`config.mk`:
```
export PLATFORM = sky130hd
export DESIGN_NAME = rtc_calendar_core
export DESIGN_NICKNAME = d
export VERILOG_FILES = /design/src/rtl/rtc_cal_pkg.sv /design/src/rtl/rtc_init_sync.sv /design/src/rtl/rtc_prescaler.sv /design/src/rtl/rtc_time_counter.sv /design/src/rtl/rtc_date_counter.sv /design/src/rtl/rtc_calendar_core.sv
export SDC_FILE = /design/constraint.sdc
export NUM_CORES = 1
export LEC_CHECK = 0
export ABC_AREA = 1
export BUFFER_PORTS_ARGS = -buffer_cell sky130_fd_sc_hd__buf_2
export CAP_MARGIN = 20
export CORE_ASPECT_RATIO = 1.4
export CORE_UTILIZATION = 50
export CTS_CLUSTER_DIAMETER = 40
export DETAILED_ROUTE_END_ITERATION = 16
export HOLD_SLACK_MARGIN = 0.05
export PLACE_DENSITY = 0.77
export SLEW_MARGIN = 20
export SYNTH_ARGS = -nofsm -noshare
export SYNTH_HDL_FRONTEND = slang
export SYNTH_SLANG_ARGS = --single-unit
```
`constraint.sdc`:
```
create_clock -name clk -period 2 [get_ports clk]
set_input_delay 0.1 -clock clk [delete_from_list [all_inputs] [get_ports clk]]
set_output_delay 0.1 -clock clk [all_outputs]
set_load 0.03 [all_outputs]
```
`src/rtl/rtc_cal_pkg.sv`:
```
package rtc_cal_pkg;

  typedef struct packed {
    logic       pm;
    logic [5:0] hour;
    logic [6:0] min;
    logic [6:0] sec;
  } cal_time_t;

  typedef struct packed {
    logic [7:0] year;
    logic [2:0] wday;
    logic [4:0] month;
    logic [5:0] day;
  } cal_date_t;

  typedef struct packed {
    cal_time_t t;
    cal_date_t d;
  } cal_snap_t;

  localparam cal_time_t TIME_RST = '0;
  localparam cal_date_t DATE_RST = '{year: 8'h00, wday: 3'd1, month: 5'h01, day: 6'h01};

  // BCD increment of a two-digit value (no range wrap)
  function automatic logic [7:0] bcd_inc8(input logic [7:0] v);
    logic [7:0] r;
    if (v[3:0] >= 4'd9) r = {v[7:4] + 4'd1, 4'd0};
    else                r = {v[7:4], v[3:0] + 4'd1};
    return r;
  endfunction

  // divisible by 4, evaluated on the BCD digits
  function automatic logic bcd_leap(input logic [7:0] y);
    logic r;
    if (y[4]) r = (y[3:0] == 4'd2) || (y[3:0] == 4'd6);
    else      r = (y[3:0] == 4'd0) || (y[3:0] == 4'd4) || (y[3:0] == 4'd8);
    return r;
  endfunction

  function automatic logic [5:0] month_last_day(input logic [4:0] m, input logic [7:0] y);
    logic [5:0] r;
    case (m)
      5'h02:                     r = bcd_leap(y) ? 6'h29 : 6'h28;
      5'h04, 5'h06, 5'h09, 5'h11: r = 6'h30;
      default:                   r = 6'h31;
    endcase
    return r;
  endfunction

  function automatic logic [31:0] pack_time(input cal_time_t t);
    return {9'd0, t.pm, t.hour, 1'b0, t.min, 1'b0, t.sec};
  endfunction

  function automatic logic [31:0] pack_date(input cal_date_t d);
    return {8'd0, d.year, d.wday, d.month, 2'b00, d.day};
  endfunction

endpackage

```
`src/rtl/rtc_init_sync.sv`:
```
module rtc_init_sync #(
  parameter int SYNC_CYC = 2
) (
  input  logic clk,
  input  logic rst_n,
  input  logic init_req,
  input  logic sync_clr,
  output logic init_ack,
  output logic sync_ok
);
  localparam int CW = $clog2(SYNC_CYC + 1);

  logic [SYNC_CYC-1:0] req_sh_q, req_sh_d;
  logic [CW-1:0]       cnt_q, cnt_d;
  logic                ok_q, ok_d;

  assign init_ack = req_sh_q[SYNC_CYC-1];
  assign sync_ok  = ok_q;

  always_comb begin
    req_sh_d = {req_sh_q[SYNC_CYC-2:0], init_req};
  end

  always_comb begin
    cnt_d = cnt_q;
    ok_d  = ok_q;
    if (sync_clr || init_ack) begin
      cnt_d = '0;
      ok_d  = 1'b0;
    end else if (!ok_q) begin
      if (cnt_q == CW'(SYNC_CYC - 1)) ok_d = 1'b1;
      else                             cnt_d = cnt_q + 1'b1;
    end
  end

  always_ff @(posedge clk or negedge rst_n) begin
    if (!rst_n) begin
      req_sh_q <= '0;
      cnt_q    <= '0;
      ok_q     <= 1'b0;
    end else begin
      req_sh_q <= req_sh_d;
      cnt_q    <= cnt_d;
      ok_q     <= ok_d;
    end
  end

  p_ack_rise_r2: assert property (@(posedge clk) disable iff (!rst_n)
    $rose(init_ack) |-> $past(init_req));
  p_sync_low_init_r10: assert property (@(posedge clk) disable iff (!rst_n)
    init_ack |=> !sync_ok);
  p_sync_clr_r10: assert property (@(posedge clk) disable iff (!rst_n)
    sync_clr |=> !sync_ok);
  p_sync_rise_r10: assert property (@(posedge clk) disable iff (!rst_n)
    $rose(sync_ok) |-> !$past(init_ack) && !$past(sync_clr));

endmodule

```
`src/rtl/rtc_prescaler.sv`:
```
module rtc_prescaler #(
  parameter int A_W   = 7,
  parameter int S_W   = 15,
  parameter int A_RST = 127,
  parameter int S_RST = 255
) (
  input  logic           clk,
  input  logic           rst_n,
  input  logic           hold,
  input  logic           ld,
  input  logic [A_W-1:0] a_rl_in,
  input  logic [S_W-1:0] s_rl_in,
  output logic           tick
);
  logic [A_W-1:0] a_rl_q, a_cnt_q, a_cnt_d;
  logic [S_W-1:0] s_rl_q, s_cnt_q, s_cnt_d;
  logic           rl_en;

  assign rl_en = hold && ld;
  assign tick  = !hold && (a_cnt_q == '0) && (s_cnt_q == '0);

  always_comb begin
    a_cnt_d = a_cnt_q;
    s_cnt_d = s_cnt_q;
    if (hold) begin
      a_cnt_d = a_rl_q;
      s_cnt_d = s_rl_q;
    end else if (a_cnt_q == '0) begin
      a_cnt_d = a_rl_q;
      s_cnt_d = (s_cnt_q == '0) ? s_rl_q : s_cnt_q - 1'b1;
    end else begin
      a_cnt_d = a_cnt_q - 1'b1;
    end
  end

  always_ff @(posedge clk or negedge rst_n) begin
    if (!rst_n) begin
      a_rl_q <= A_W'(A_RST);
      s_rl_q <= S_W'(S_RST);
    end else if (rl_en) begin
      a_rl_q <= a_rl_in;
      s_rl_q <= s_rl_in;
    end
  end

  always_ff @(posedge clk or negedge rst_n) begin
    if (!rst_n) begin
      a_cnt_q <= A_W'(A_RST);
      s_cnt_q <= S_W'(S_RST);
    end else begin
      a_cnt_q <= a_cnt_d;
      s_cnt_q <= s_cnt_d;
    end
  end

  p_reload_after_tick_r5: assert property (@(posedge clk) disable iff (!rst_n)
    tick |=> (a_cnt_q == a_rl_q) && (s_cnt_q == s_rl_q));
  p_no_tick_in_hold_r4: assert property (@(posedge clk) disable iff (!rst_n)
    hold |-> !tick);

endmodule

```
`src/rtl/rtc_time_counter.sv`:
```
module rtc_time_counter
  import rtc_cal_pkg::*;
(
  input  logic      clk,
  input  logic      rst_n,
  input  logic      hold,
  input  logic      tick,
  input  logic      fmt12,
  input  logic      ld,
  input  cal_time_t ld_val,
  output cal_time_t cur,
  output logic      day_carry
);
  cal_time_t cur_q, cur_d;
  logic [7:0] sec_inc, min_inc, hr_inc;
  logic sec_end, min_end, carry, upd_en;

  assign cur       = cur_q;
  assign day_carry = carry;
  assign upd_en    = (hold && ld) || (!hold && tick);

  always_comb begin
    cur_d   = cur_q;
    carry   = 1'b0;
    sec_inc = bcd_inc8({1'b0, cur_q.sec});
    min_inc = bcd_inc8({1'b0, cur_q.min});
    hr_inc  = bcd_inc8({2'b00, cur_q.hour});
    sec_end = (cur_q.sec == 7'h59);
    min_end = (cur_q.min == 7'h59);
    if (hold) begin
      if (ld) begin
        cur_d    = ld_val;
        cur_d.pm = ld_val.pm & fmt12;
      end
    end else if (tick) begin
      cur_d.sec = sec_end ? 7'h00 : sec_inc[6:0];
      if (sec_end) begin
        cur_d.min = min_end ? 7'h00 : min_inc[6:0];
        if (min_end) begin
          if (fmt12) begin
            if (cur_q.hour == 6'h12) begin
              cur_d.hour = 6'h01;
            end else if (cur_q.hour == 6'h11) begin
              cur_d.hour = 6'h12;
              cur_d.pm   = ~cur_q.pm;
              carry      = cur_q.pm;
            end else begin
              cur_d.hour = hr_inc[5:0];
            end
          end else begin
            if (cur_q.hour == 6'h23) begin
              cur_d.hour = 6'h00;
              carry      = 1'b1;
            end else begin
              cur_d.hour = hr_inc[5:0];
            end
          end
        end
      end
    end
  end

  always_ff @(posedge clk or negedge rst_n) begin
    if (!rst_n)      cur_q <= TIME_RST;
    else if (upd_en) cur_q <= cur_d;
  end

  p_hold_time_r4: assert property (@(posedge clk) disable iff (!rst_n)
    (hold && !ld) |=> $stable(cur_q));
  p_sec_wrap_r6: assert property (@(posedge clk) disable iff (!rst_n)
    (tick && cur_q.sec == 7'h59) |=> cur_q.sec == 7'h00);
  p_carry_hour_r6: assert property (@(posedge clk) disable iff (!rst_n)
    day_carry |=> cur_q.hour == ($past(fmt12) ? 6'h12 : 6'h00));
  p_pm_toggle_r9: assert property (@(posedge clk) disable iff (!rst_n)
    (tick && fmt12 && cur_q.hour == 6'h11 && cur_q.min == 7'h59 && cur_q.sec == 7'h59)
      |=> cur_q.pm != $past(cur_q.pm));

endmodule

```
`src/rtl/rtc_date_counter.sv`:
```
module rtc_date_counter
  import rtc_cal_pkg::*;
(
  input  logic      clk,
  input  logic      rst_n,
  input  logic      hold,
  input  logic      day_inc,
  input  logic      ld,
  input  cal_date_t ld_val,
  output cal_date_t cur
);
  cal_date_t  cur_q, cur_d;
  logic [7:0] day_nx, mon_nx, yr_nx;
  logic [5:0] last_day;
  logic       upd_en;

  assign cur    = cur_q;
  assign upd_en = (hold && ld) || (!hold && day_inc);

  always_comb begin
    cur_d    = cur_q;
    day_nx   = bcd_inc8({2'b00, cur_q.day});
    mon_nx   = bcd_inc8({3'b000, cur_q.month});
    yr_nx    = bcd_inc8(cur_q.year);
    last_day = month_last_day(cur_q.month, cur_q.year);
    if (hold) begin
      if (ld) cur_d = ld_val;
    end else if (day_inc) begin
      cur_d.wday = (cur_q.wday == 3'd7) ? 3'd1 : cur_q.wday + 3'd1;
      if (cur_q.day == last_day) begin
        cur_d.day = 6'h01;
        if (cur_q.month == 5'h12) begin
          cur_d.month = 5'h01;
          cur_d.year  = (cur_q.year == 8'h99) ? 8'h00 : yr_nx;
        end else begin
          cur_d.month = mon_nx[4:0];
        end
      end else begin
        cur_d.day = day_nx[5:0];
      end
    end
  end

  always_ff @(posedge clk or negedge rst_n) begin
    if (!rst_n)      cur_q <= DATE_RST;
    else if (upd_en) cur_q <= cur_d;
  end

  p_hold_date_r4: assert property (@(posedge clk) disable iff (!rst_n)
    (hold && !ld) |=> $stable(cur_q));
  p_wday_wrap_r8: assert property (@(posedge clk) disable iff (!rst_n)
    (day_inc && !hold && cur_q.wday == 3'd7) |=> cur_q.wday == 3'd1);
  p_year_end_r7: assert property (@(posedge clk) disable iff (!rst_n)
    (day_inc && !hold && cur_q.month == 5'h12 && cur_q.day == 6'h31)
      |=> (cur_q.month == 5'h01) && (cur_q.day == 6'h01));

endmodule

```
`src/rtl/rtc_calendar_core.sv`:
```
module rtc_calendar_core
  import rtc_cal_pkg::*;
#(
  parameter int SYNC_CYC = 2,
  parameter int A_W      = 7,
  parameter int S_W      = 15,
  parameter int A_RST    = 127,
  parameter int S_RST    = 255
) (
  input  logic        clk,
  input  logic        rst_n,
  input  logic        init_req,
  output logic        init_ack,
  input  logic        sync_clr,
  output logic        sync_ok,
  input  logic        fmt_wr,
  input  logic        fmt_12h,
  input  logic        tm_wr,
  input  logic [31:0] tm_wdata,
  input  logic        dt_wr,
  input  logic [31:0] dt_wdata,
  input  logic        psc_wr,
  input  logic [31:0] psc_wdata,
  output logic        sec_tick,
  output logic [31:0] time_rd,
  output logic [31:0] date_rd,
  output logic        fmt_rd,
  output logic        cal_inits
);
  localparam int A_LSB = 16;

  logic      ack, tick, day_carry, fmt_q, fmt_d, fmt_en;
  cal_time_t tm_ld, tm_live;
  cal_date_t dt_ld, dt_live;
  cal_snap_t live_snap;
  cal_snap_t shadow_q [SYNC_CYC];
  logic      unused_bits;

  assign unused_bits = ^{tm_wdata[31:23], tm_wdata[15], tm_wdata[7],
                         dt_wdata[31:24], dt_wdata[7:6],
                         psc_wdata[31:A_LSB+A_W], psc_wdata[A_LSB-1:S_W]};

  assign tm_ld = '{pm: tm_wdata[22], hour: tm_wdata[21:16], min: tm_wdata[14:8], sec: tm_wdata[6:0]};
  assign dt_ld = '{year: dt_wdata[23:16], wday: dt_wdata[15:13], month: dt_wdata[12:8], day: dt_wdata[5:0]};

  rtc_init_sync #(.SYNC_CYC(SYNC_CYC)) u_sync (
    .clk(clk), .rst_n(rst_n), .init_req(init_req), .sync_clr(sync_clr),
    .init_ack(ack), .sync_ok(sync_ok)
  );

  rtc_prescaler #(.A_W(A_W), .S_W(S_W), .A_RST(A_RST), .S_RST(S_RST)) u_psc (
    .clk(clk), .rst_n(rst_n), .hold(ack), .ld(psc_wr),
    .a_rl_in(psc_wdata[A_LSB +: A_W]), .s_rl_in(psc_wdata[0 +: S_W]),
    .tick(tick)
  );

  rtc_time_counter u_time (
    .clk(clk), .rst_n(rst_n), .hold(ack), .tick(tick), .fmt12(fmt_q),
    .ld(tm_wr), .ld_val(tm_ld), .cur(tm_live), .day_carry(day_carry)
  );

  rtc_date_counter u_date (
    .clk(clk), .rst_n(rst_n), .hold(ack), .day_inc(day_carry),
    .ld(dt_wr), .ld_val(dt_ld), .cur(dt_live)
  );

  // hour format register, loadable only in setup mode
  assign fmt_en = ack && fmt_wr;
  always_comb fmt_d = fmt_12h;

  always_ff @(posedge clk or negedge rst_n) begin
    if (!rst_n)      fmt_q <= 1'b0;
    else if (fmt_en) fmt_q <= fmt_d;
  end

  // readable copies: fixed crossing delay of SYNC_CYC stages
  assign live_snap = '{t: tm_live, d: dt_live};

  for (genvar i = 0; i < SYNC_CYC; i++) begin : g_shadow
    cal_snap_t stage_d;
    if (i == 0) begin : g_first
      always_comb stage_d = live_snap;
    end else begin : g_next
      always_comb stage_d = shadow_q[i-1];
    end
    always_ff @(posedge clk or negedge rst_n) begin
      if (!rst_n) shadow_q[i] <= '{t: TIME_RST, d: DATE_RST};
      else        shadow_q[i] <= stage_d;
    end
  end

  assign init_ack  = ack;
  assign sec_tick  = tick;
  assign fmt_rd    = fmt_q;
  assign time_rd   = pack_time(shadow_q[SYNC_CYC-1].t);
  assign date_rd   = pack_date(shadow_q[SYNC_CYC-1].d);
  assign cal_inits = (dt_live.year != 8'h00);

  p_fmt_hold_r3: assert property (@(posedge clk) disable iff (!rst_n)
    !init_ack |=> $stable(fmt_rd));
  p_tick_gate_r4: assert property (@(posedge clk) disable iff (!rst_n)
    init_ack |-> !sec_tick);

endmodule

```
==> impl_metrics.json <==
{
  "highest_layer": "met4",
  "cap_violations": 0,
  "drive_above_1_share_pct": 31.4,
  "stdcell_count": 1296,
  "peakVddDrop_uv": 741,
  "p_leak_nw": 5.27,
  "drt-met1-wl_um": 7670,
  "met3_length_um": 774,
  "insertion_delay_ns": 0.43,
  "synth-warning-count": 0,
  "hold_viol": 0,
  "cts_made_buffers": 17,
  "rr_endpoint": "u_date.cur[20]",
  "path_clk_slew_ns": 0.07,
  "endpoint_kind": "flip-flop",
  "drt_iter0_markers": 470,
  "syn_inst": 846,
  "netlist_area_um2": 8220,
  "r2r_setup_slack_ns": 0.06,
  "worst_ep_arrival_time_ns": 2.26,
  "routed_wl_um": 18700,
  "ys_types": 42,
  "post-route-period-util_pct": 97.0,
  "grt_pass1_vias": 6383,
  "hold_depth": 5,
  "worstHoldEndpoint": "u_date.cur[18]",
  "min_from": "dt_wdata[20]",
  "holdCritPathClass": "input pin to flip-flop",
  "core_um2": 16100,
  "syn_avg_cell_area_um2": 9.72,
  "start_util_pct": 51.0,
  "nNetsFinal": 1227,
  "antenna_left": 0,
  "rsz0062_at_grt": "true",
  "dr.pass1.iters": 5,
  "hold_ws_ns": 0.0580,
  "drc_errors": 0,
  "drv_slew": 0,
  "worstRegToRegCells": 12,
  "syn2layout_area_growth_pct": 31.0,
  "vias_per_cell": 5.05,
  "cts_root_buf": "clkbuf_16",
  "cts_tree": "yes",
  "antenna_found_initial": 0,
  "row_count": 55,
  "power_density_nw_per_um2": 1020,
  "wl_per_cell_um": 14.5,
  "skew_ns": 0.00690,
  "finalPower_w": 0.0110,
  "dp.cells": 1182,
  "dieWidth_um": 110,
  "clockBufferDepth": 2,
  "num_vias": 6539,
  "r2r_start": "u_time.cur[15]",
  "period_needed_ns": 1.94,
  "htreeDepth": 4,
  "setup_viol_count_final": 0,
  "portBuffers": 121,
  "grt-ovfl-total": 0,
  "yosysSeqAreaShare_pct": 55.1,
  "path_class": "flip-flop to flip-flop",
  "cp-startpoint": "u_time.cur[15]",
  "numClockSinks": 179,
  "diodes": 0,
  "die_height_um": 154,
  "ioPinCount": 174,
  "dpl.hpwl_um": 12200,
  "crit_fanout": 7,
  "grt_pass1_wl_um": 29300,
  "startpoint_type": "flip-flop",
  "grt_max_degree": 74,
  "clock.fmax_mhz": 516,
  "pre_cts_ws_ns": -0.0114,
  "grt_util_all_layers_pct": 22.3,
  "worstPathRequired_ns": 2.32,
  "status": "finished clean",
  "ys_ff_latch": 179,
  "setup_ws_ns": 0.0609,
  "dieArea_um2": 17000,
  "wl_met2_um": 9950,
  "gp_congestion": 0.887
}
## worst max-delay path, cell delays in order, from the launching register on
cell and delay [ns]:
dfrtp_2 0.44, buf_6 0.14, ha_4 0.16, inv_2 0.05, nand3_2 0.08, nor2_1 0.11, nor2_1 0.06, nor2_2 0.17
nand3_2 0.13, nand2_4 0.14, nand4_1 0.18, nand2_1 0.12, nand2_1 0.06
## cell families (layout without fill, tap and decap cells)
kind of cell	count (synthesis)	in the layout	synth area share, %
AO/OA/AOI/OAI	129	129	8.92
XOR/XNOR	28	28	2.98
adder cells (fa/ha/maj)	38	38	5.78
buffers and inverters	132	363	7.46
flip-flops	179	179	55.1
multiplexers	14	14	1.92
other	1	21	0.0456
AND/OR/NAND/NOR	325	325	17.8
## cells in the mapped netlist, drive strengths merged
| cell | instances | share of area (%) |
|---|---|---|
| a21oi | 33 | 2.2 |
| a22o | 3 | 0.32 |
| a22oi | 3 | 0.27 |
| a31oi | 8 | 0.61 |
| buf | 28 | 2.6 |
| clkbuf | 12 | 0.55 |
| conb | 1 | 0.046 |
| dfrtp | 140 | 43 |
| dfstp | 39 | 12 |
| ha | 38 | 5.8 |
| inv | 92 | 4.3 |
| mux2 | 14 | 1.9 |
| nand2 | 179 | 8.7 |
| nand3 | 40 | 2.8 |
| nand3b | 2 | 0.23 |
| nand4 | 17 | 1.3 |
| nor2 | 80 | 4.3 |
| nor3 | 5 | 0.30 |
| o211ai | 1 | 0.091 |
| o21a | 3 | 0.27 |
| o21ai | 72 | 4.4 |
| o21bai | 1 | 0.23 |
| o31ai | 5 | 0.46 |
| or2 | 2 | 0.15 |
| xnor2 | 9 | 0.96 |
| xor2 | 19 | 2.0 |
## metrics by stage
step | TNS [ns] | util, % | cell area, um^2
floorplan | 0 | - | 8300
global placement | 0 | 57.1 | 9200
detailed placement | -0.0255 | 57.1 | 9200
CTS | 0 | 65.0 | 10500
global route | -0.218 | 66.9 | 10800
finish | 0 | 66.9 | 10800
## timing repair
item | CTS | global route
hold buffers | 67 | 0
buffers inserted | 1 | 13
resized for setup | 6 | 62
hold endpoints to repair | 185 | 0
setup endpoints to repair | 11 | 47
pin swaps | 3 | 21
cloned | 0 | 1
## where the power goes
part           switching [W]  leakage, nW  internal [W]
Clock                0.00142        0.281       0.00176
Sequential          0.000483         2.11       0.00446
Combinational        0.00175         2.88       0.00111
Total                0.00366         5.27       0.00733
## area by class of cell
type / instances / area [um^2]
clock buffer: 18 / 439
fill: 1249 / 5330
clock inverter: 14 / 128
tap: 199 / 249
sequential: 179 / 4530
multi-input combinational: 555 / 3350
timing repair buffer: 239 / 1710
inverter: 92 / 358
## worst max path at each step
stage	end	slack, ns	depth (start not counted)
6_report	u_date.cur[20]	0.06	12
5_1_grt	u_date.cur[19]	-0.06	11
4_1_cts	u_psc.s_cnt_q[3]	0.004	13
3_5_place_dp	u_psc.s_cnt_q[3]	-0.01	13
3_3_place_gp	u_date.cur[21]	0.04	14
2_1_floorplan	u_date.cur[17]	0.11	14
## flip-flops by register name, indices dropped and copies added, names as in the netlist
name	cells
date_rd	22
fmt_rd	1
g_shadow.stage_d	43
time_rd	21
u_date.cur	22
u_psc.a_cnt_q	7
u_psc.a_rl_q	7
u_psc.s_cnt_q	15
u_psc.s_rl_q	15
u_sync.cnt_q	2
u_sync.req_sh_q	2
u_sync.sync_ok	1
u_time.cur	21
## cells in the final DEF, fill, tap and decap left out, types with 4 or more instances in the layout
cell type	netlist	final
nor2_2	4	7
buf_2	0	120
clkinv_2	0	4
xor2_1	19	19
dlygate4sd3_1	0	67
buf_4	25	45
a31oi_1	8	8
nand3_2	4	5
nor2_4	4	6
dfstp_2	39	39
dfrtp_1	140	135
clkinv_4	0	4
inv_1	84	71
buf_6	1	4
dfrtp_2	0	5
conb_1	1	21
nand2_2	1	10
inv_4	2	5
clkbuf_16	0	17
a21oi_2	5	6
ha_1	38	28
nand3_1	35	32
ha_4	0	7
o21ai_0	62	61
inv_6	0	4
nand4_1	17	17
o31ai_1	5	5
xnor2_1	9	9
a21oi_1	28	27
mux2_2	14	14
nand2_1	173	164
inv_2	6	16
o21ai_1	9	9
nand2_4	5	5
nor2_1	71	66
## layer usage
layer	track usage, %	vias up
li1	-	3159
met1	26.1	3163
met2	39.8	191
met3	4.66	26
met4	7.83	0
met5	0	-
No activity file was read; power rests on OpenSTA's default activity.
